`config.mk`:
```
export PLATFORM = sky130hd
export DESIGN_NAME = idle_depth_sel
export DESIGN_NICKNAME = d
export VERILOG_FILES = /design/src/rtl/idle_pkg.sv /design/src/rtl/depth_pick.sv /design/src/rtl/exit_timer.sv /design/src/rtl/ctrl_decode.sv /design/src/rtl/idle_depth_sel.sv
export SDC_FILE = /design/constraint.sdc
export NUM_CORES = 1
export LEC_CHECK = 0
export BUFFER_PORTS_ARGS = -buffer_cell sky130_fd_sc_hd__buf_2
export CAP_MARGIN = 40
export CORE_AREA = 5 5 84 55
export DETAILED_ROUTE_END_ITERATION = 10
export DIE_AREA = 0 0 89 60
export PLACE_DENSITY_LB_ADDON = 0.15
export SLEW_MARGIN = 20
export SYNTH_ARGS = -nofsm -noshare
export SYNTH_HDL_FRONTEND = slang
export SYNTH_HIERARCHICAL = 1
export SYNTH_SLANG_ARGS = --single-unit
```
`constraint.sdc`:
```
create_clock -name clk -period 2.6 [get_ports clk]
set_input_delay 0.39 -clock clk [delete_from_list [all_inputs] [get_ports clk]]
set_output_delay 0.39 -clock clk [all_outputs]
set_load 0.005 [all_outputs]
```
`src/rtl/idle_pkg.sv`:
```
package idle_pkg;
  localparam int DEPTH_W = 3;
  localparam int NUM_ACT = 5;

  typedef enum logic [1:0] {PH_RUN, PH_ENTER, PH_SLEEP, PH_EXIT} phase_t;

  // wake cost in ticks of each sleep depth (0 = running)
  function automatic int unsigned wake_lat(input logic [DEPTH_W-1:0] d);
    case (d)
      3'd1:    return 1;
      3'd2:    return 4;
      3'd3:    return 30;
      3'd4:    return 80;
      3'd5:    return 300;
      default: return 0;
    endcase
  endfunction

  // deepest depth whose cost times margin fits the prediction, else depth 1
  function automatic logic [DEPTH_W-1:0] pick_depth(input logic [31:0] pred,
                                                    input int unsigned margin);
    logic [DEPTH_W-1:0] best;
    best = 3'd1;
    for (int d = 2; d <= NUM_ACT; d++) begin
      if (wake_lat(DEPTH_W'(d)) * margin <= pred) best = DEPTH_W'(d);
    end
    return best;
  endfunction
endpackage

```
`src/rtl/depth_pick.sv`:
```
module depth_pick #(
  parameter int PRED_W = 16,
  parameter int MARGIN = 3
) (
  input  logic [PRED_W-1:0]            pred,
  output logic [idle_pkg::DEPTH_W-1:0] depth
);
  always_comb depth = idle_pkg::pick_depth(32'(pred), MARGIN);
endmodule

```
`src/rtl/exit_timer.sv`:
```
module exit_timer #(
  parameter int CNT_W = 10
) (
  input  logic             clk,
  input  logic             rst_n,
  input  logic             load,
  input  logic [CNT_W-1:0] load_val,
  output logic             last_tick
);
  logic [CNT_W-1:0] cnt;

  always_ff @(posedge clk or negedge rst_n) begin
    if (!rst_n)            cnt <= '0;
    else if (load)         cnt <= load_val;
    else if (cnt != '0)    cnt <= cnt - 1'b1;
  end

  assign last_tick = (cnt == CNT_W'(1));
endmodule

```
`src/rtl/ctrl_decode.sv`:
```
module ctrl_decode #(
  parameter int NUM_ACT = idle_pkg::NUM_ACT
) (
  input  logic                         active,
  input  logic [idle_pkg::DEPTH_W-1:0] level,
  output logic [NUM_ACT-1:0]           acts
);
  for (genvar i = 0; i < NUM_ACT; i++) begin : g_act
    assign acts[i] = active && (level > idle_pkg::DEPTH_W'(i));
  end
endmodule

```
`src/rtl/idle_depth_sel.sv`:
```
module idle_depth_sel #(
  parameter int PRED_W = 16,
  parameter int MARGIN = 3,
  parameter int CNT_W  = 10
) (
  input  logic              clk,
  input  logic              rst_n,
  input  logic              idle_req,
  input  logic [PRED_W-1:0] pred_len,
  input  logic              wake,
  output logic [2:0]        depth_code,
  output logic              clk_gate,
  output logic              volt_low,
  output logic              cache_flush,
  output logic              core_off,
  output logic              pkg_off,
  output logic              ready
);
  import idle_pkg::*;

  phase_t               phase;
  logic [DEPTH_W-1:0]   level;
  logic [DEPTH_W-1:0]   target;
  logic [DEPTH_W-1:0]   picked;
  logic [NUM_ACT-1:0]   acts;

  // named events used by the checker
  logic in_enter, in_sleep, in_exit, exit_fin, exit_load;
  logic [CNT_W-1:0] exit_len;

  assign in_enter  = (phase == PH_ENTER);
  assign in_sleep  = (phase == PH_SLEEP);
  assign in_exit   = (phase == PH_EXIT);
  assign exit_load = wake && (in_enter || in_sleep);
  assign exit_len  = CNT_W'(wake_lat(level));

  depth_pick #(.PRED_W(PRED_W), .MARGIN(MARGIN)) pick_i (
    .pred  (pred_len),
    .depth (picked)
  );

  exit_timer #(.CNT_W(CNT_W)) tmr_i (
    .clk       (clk),
    .rst_n     (rst_n),
    .load      (exit_load),
    .load_val  (exit_len),
    .last_tick (exit_fin)
  );

  ctrl_decode #(.NUM_ACT(NUM_ACT)) dec_i (
    .active (in_enter || in_sleep),
    .level  (level),
    .acts   (acts)
  );

  always_ff @(posedge clk or negedge rst_n) begin
    if (!rst_n) begin
      phase  <= PH_RUN;
      level  <= '0;
      target <= '0;
    end else begin
      case (phase)
        PH_RUN: if (idle_req) begin
          target <= picked;
          level  <= DEPTH_W'(1);
          phase  <= PH_ENTER;
        end
        PH_ENTER: begin
          if (wake)                 phase <= PH_EXIT;
          else if (level == target) phase <= PH_SLEEP;
          else                      level <= level + 1'b1;
        end
        PH_SLEEP: if (wake) phase <= PH_EXIT;
        PH_EXIT: if (exit_fin) begin
          phase <= PH_RUN;
          level <= '0;
        end
        default: phase <= PH_RUN;
      endcase
    end
  end

  assign depth_code  = level;
  assign ready       = (phase == PH_RUN);
  assign clk_gate    = acts[0];
  assign volt_low    = acts[1];
  assign cache_flush = acts[2];
  assign core_off    = acts[3];
  assign pkg_off     = acts[4];
endmodule

```
# [After elaboration in Yosys (flattened, before gate mapping)]
# Cells that the tools add are included.
[word_totals] register_bits=18 latch_bits=0 ramBits=0 mem_bits_ro=0 output_inout_bits=9 wordCells=63 mem_count=0
[classes] addsub=2 mul=0 div_mod_pow=0 magnitude_cmp=9 n_eq_ne=16 shifts=0 muxes=18 bitwise=0 n_reduce_logical=14
[ops] op="$pmux 9 s5" n=1
[ops] op="$mux 3" n=7
[ops] op="$mux 10" n=2
[ops] op="$le 10x16->1 const A" n=1
[ops] op="$le 4x16->1 const A" n=1
[ops] op="$le 7x16->1 const A" n=1
[ops] op="$le 8x16->1 const A" n=1
[ops] op="$mux 2" n=6
[ops] op="$eq 10x1->1 const B" n=1
[ops] op="$reduce_bool 10->1" n=1
[ops] op="$sub 10x1->10 const B" n=1
[ops] op="$pmux 3 s3" n=1
[ops] op="$ne 2x2->1 const B" n=4
[ops] op="$pmux 2 s4" n=1
[ops] op="$eq 3x2->1 const B" n=2
[ops] op="$eq 3x3->1 const B" n=2
[ops] op="$gt 3x1->1 const B" n=2
[ops] op="$gt 3x2->1 const B" n=2
[ops] op="$logic_and 1x1->1" n=6
[ops] op="$reduce_and 5->1" n=1
[ops] op="$eq 2x2->1 const B" n=2
[ops] op="$reduce_and 4->1" n=1
[ops] op="$add 3x1->3 const B" n=1
[ops] op="$eq 3x1->1 const B" n=1
[ops] op="10 further kinds" n=10

# [Logic depth before layout (Yosys ltp)]
[logic_depth] depth_word=5 ltp_mapped=8 ltp_nobuf=7

# [By module]
# Netlist, hierarchy kept.
[by_module_without_submodules] module="idle_depth_sel" instances=1 cells_per_inst=73 area_each_um2=696.9
[by_module_without_submodules] module="exit_timer" instances=1 cells_per_inst=67 area_each_um2=610.6
[by_module_without_submodules] module="depth_pick" instances=1 cells_per_inst=20 area_each_um2=123.9
[by_module_without_submodules] module="ctrl_decode" instances=1 cells_per_inst=6 area_each_um2=43.8

# [Worst setup path before layout]
# No wires, ideal clock.
[synth_path] kind="register to register" startpoint="register tmr_i.cnt[7]" endpoint="register level[0] (netlist: depth_code[0])" setup_time_ns=0.069 t_arrival_ns=1.808 slack_ns=0.723 stages_incl_launch_ff=7 n_path_buf=0 path_cell_list="dfrtp_1 > nor3_1 > and4_1 > nand2b_1 > nand4b_1 > or4b_1 > nand3_1"
[synth_between] elab_chain_cells=3
[synth_rtl] item="from (decl)" line_no="exit_timer.sv:10" text="logic [CNT_W-1:0] cnt;"
[synth_rtl] item="from (signal assigned)" line_no="exit_timer.sv:14" text="else if (load) cnt <= load_val;"
[synth_rtl] item="from (signal assigned)" line_no="exit_timer.sv:15" text="else if (cnt != '0) cnt <= cnt - 1'b1;"
[synth_rtl] item="$eq 10x1->1" line_no="exit_timer.sv:18" text="assign last_tick = (cnt == CNT_W'(1));"
[synth_rtl] item="net exit_fin" line_no="idle_depth_sel.sv:28" text="logic in_enter, in_sleep, in_exit, exit_fin, exit_load;"
[synth_rtl] item="$ne 2x1->1 (no line)"
[synth_rtl] item="$reduce_and 5->1 (no line)"
[synth_rtl] item="to (signal assigned)" line_no="idle_depth_sel.sv:71" text="else level <= level + 1'b1;"
[synth_rtl] item="to (decl)" line_no="idle_depth_sel.sv:22" text="logic [DEPTH_W-1:0] level;"
# The timed path passes the listed nets, and every way through them passes these cells.
# A chain may end at the register's enable or synchronous reset.

# [Final worst setup path]
[layout_path] startpoint="register tmr_i.cnt[5]" endpoint="register level[0] (netlist: depth_code[0])"
# Same word-level chain as after synthesis.

==> flow_metrics.tcl <==
set metrics [dict create \
    clockBufferDepth 2 \
    synth.avg_cell_area_um2 8.89 \
    grt_pass1_vias 1205 \
    timing.fmax_mhz 471 \
    cts_tree "yes" \
    slew_viol_final 0 \
    synth_flop_cell "dfrtp_1" \
    start_kind "flip-flop" \
    synth_edf_count 0 \
    wl_met2_um 1390 \
    critPathMaxFanout 5 \
    min_path_type "primary input to async pin" \
    finalNetCount 228 \
    grt-ovfl-total 0 \
    core_um2 3850 \
    hold_violations 0 \
    report.final.setup_viol 0 \
    cts_setup_buffers 0 \
    wirelength_um 3440 \
    pre_cts_ws_ns 0.503 \
    sw_frac_of_total_pct 44.5 \
    power_switching_mw 0.830 \
    met3_wirelength_um 331 \
    ant_nets 0 \
    fp.dieW_um 89 \
    vias 1293 \
    rows 18 \
    p_seq_share_pct 29.6 \
    synth_top_area_share_pct 30.5 \
    dp_hpwl_um 2720 \
    path_cells "nor3_1 -> and4_1 -> nand2b_1 -> nand4b_1 -> or4b_1 -> nand3_1" \
    dieArea_um2 5340 \
    cp.required_ns 2.80 \
    ys.warnings.count 6 \
    htreeDepth 1 \
    floorplan.initialDensity_pct 38.3 \
    grt_antenna_before_repair 0 \
    synth_seq_cells 18 \
    fill_cells 360 \
    synth.largest_area_cell "dfrtp_1" \
    cts.sinks 18 \
    combPwrFrac_pct 58.2 \
    cp_slowest_cell "or4b_1" \
    fin_crit_ns 2.12 \
    gp_congestion 0.864 \
    outcome "finished, final reports clean" \
    critPathKind "flip-flop to flip-flop" \
    powerDensity_nw_per_um2 1090 \
    drv_cap 0 \
    clkPwrFrac_pct 12.2 \
    area_growth_pct 15.9 \
    irDropWorstVdd_uv 651 \
    internal_power_mw 1.03 \
    cts_buffers 3 \
    synth_cell_types 55 \
    synthArstFlopShare_pct 100 \
    diodes 0 \
    timing.final.crit_share_pct 81.6 \
    port_buffers 28 \
    io_pins 29 \
    first_pass_iters 4 \
    grt_pass1_wl_um 5520 \
    r2r_setup_slack_ns 0.48 \
    post-route-drc-count 0 \
    synth_area_leaders "dfrtp_1, ha_1, nand2_1" \
    grtUsageTotal_pct 13.3 \
    yosysMostFrequentCell "nand2_1" \
    drt-met1-wl_um 1700 \
    slew_headroom_pct 59.7 \
    avgRoutedWirePerCell_um 14.1 \
    rsz0062_at_grt "false" \
    yosysSeqAreaShare_pct 30.5 \
    drive_above_1_share_pct 23.7 \
    tightest_slew_ns 0.600 \
    cts-resized-gates 0 \
    max_stage_delay_ns 0.55 \
    via_per_inst 5.30 \
    skew_ns 0.00472 \
    finalWorstSetupSlack_ns 0.477 \
    cts.clk_slew.worst_paths_ns 0.07 \
    die_h_um 60 \
    cp-end-kind "flip-flop" \
    holdBufCountCts 0 \
    top_layer_used "met4" \
    setup_tns_ns 0 \
    p_leak_nw 0.813 \
    cts-root-buf "clkbuf_8" \
    clk_latency_ns 0.25 \
    arrival_ns 2.32 \
    synth_area_um2 1480 \
    synthTopCellsByCount "nand2_1, dfrtp_1, nor2_1" \
    drt_iter0_drc 44 \
    synth_cells 166 \
    grt_max_degree 19 \
]
==> layout make-up <==
class	count	area (µm²)	share of cell area (%)
clock buffer	4	55.1	3.22
inverter	10	37.5	2.19
sequential	18	450	26.3
timing repair buffer	29	148	8.63
tap	50	62.6	3.66
multi-input combinational	133	957	56.0
==> kinds of logic after synthesis <==
family | Yosys count | synth area share, %
simple gates | 71 | 26.8
compound gates | 33 | 16.7
flops | 18 | 30.5
buf+inv | 16 | 4.83
fa+ha+maj | 13 | 11.0
xor+xnor | 7 | 4.16
mux | 7 | 5.68
other cells | 1 | 0.254
==> power groups by stage <==
| stage | logic, mW | registers (mW) | clock network [mW] |
|---|---|---|---|
| global placement | 1.05 | 0.545 | 0 |
| floorplan | 0.826 | 0.514 | 0 |
| CTS | 1.09 | 0.548 | 0.237 |
| finish | 1.08 | 0.551 | 0.228 |
| detailed placement | 1.08 | 0.554 | 0 |
| global route | 1.21 | 0.574 | 0.246 |
==> state kept, by name, indices dropped and copies added, names as in the netlist <==
name        count
target          3
depth_code      3
tmr_i/cnt      10
phase           2
==> metrics by stage <==
step	hold WS, ns	area [µm²]	cells	utilization [%]	power [mW]
3_5_place_dp	0.348	1660	240	43.0	1.63
4_1_cts	0.0679	1710	244	44.4	1.87
2_1_floorplan	0.0944	1480	167	-	1.34
5_1_grt	0.0898	1710	244	44.4	2.03
6_report	0.0578	1710	244	44.4	1.86
3_3_place_gp	0.344	1660	240	43.0	1.60
==> path summary, 6_finish.rpt <==
path                                          startpoint                         to  depth (start not counted)
worst max-delay path            tmr_i/cnt[5]$_DFFE_PN0P_  depth_code[0]$_DFFE_PN0P_                          6
max in group asynchronous                          rst_n      target[0]$_DFFE_PN0P_                          1
worst min-delay path                               rst_n   tmr_i/cnt[9]$_DFFE_PN0P_                          1
worst max register to register  tmr_i/cnt[5]$_DFFE_PN0P_  depth_code[0]$_DFFE_PN0P_                          6
worst min register to register     target[0]$_DFFE_PN0P_      target[0]$_DFFE_PN0P_                          1
min in group clk                            pred_len[14]      target[2]$_DFFE_PN0P_                          4
==> layout by cell type, fill, tap and decap left out, drive strengths merged, types with 4 or more instances in the layout <==
master / n
nor2: 15
nand2b: 5
buf: 29
nor3: 4
ha: 13
mux2: 5
inv: 10
dfrtp: 18
nand3: 6
nand2: 20
a21oi: 4
and2: 4
xnor2: 4
o21ai: 6
clkbuf: 4
==> worst max-delay path: cells and delay by family (launching register included) <==
kind,cells,cell delay [ns]
AND/OR/NAND/NOR,6,1.65
flip-flops,1,0.42
==> routing by layer <==
| metal | vias to the layer above | GRT usage (%) |
|---|---|---|
| met5 | - | 0 |
| met3 | 2 | 3.58 |
| li1 | 642 | - |
| met1 | 611 | 19.4 |
| met4 | 0 | 1.91 |
| met2 | 38 | 20.3 |
No activity file was read; power rests on OpenSTA's default activity.
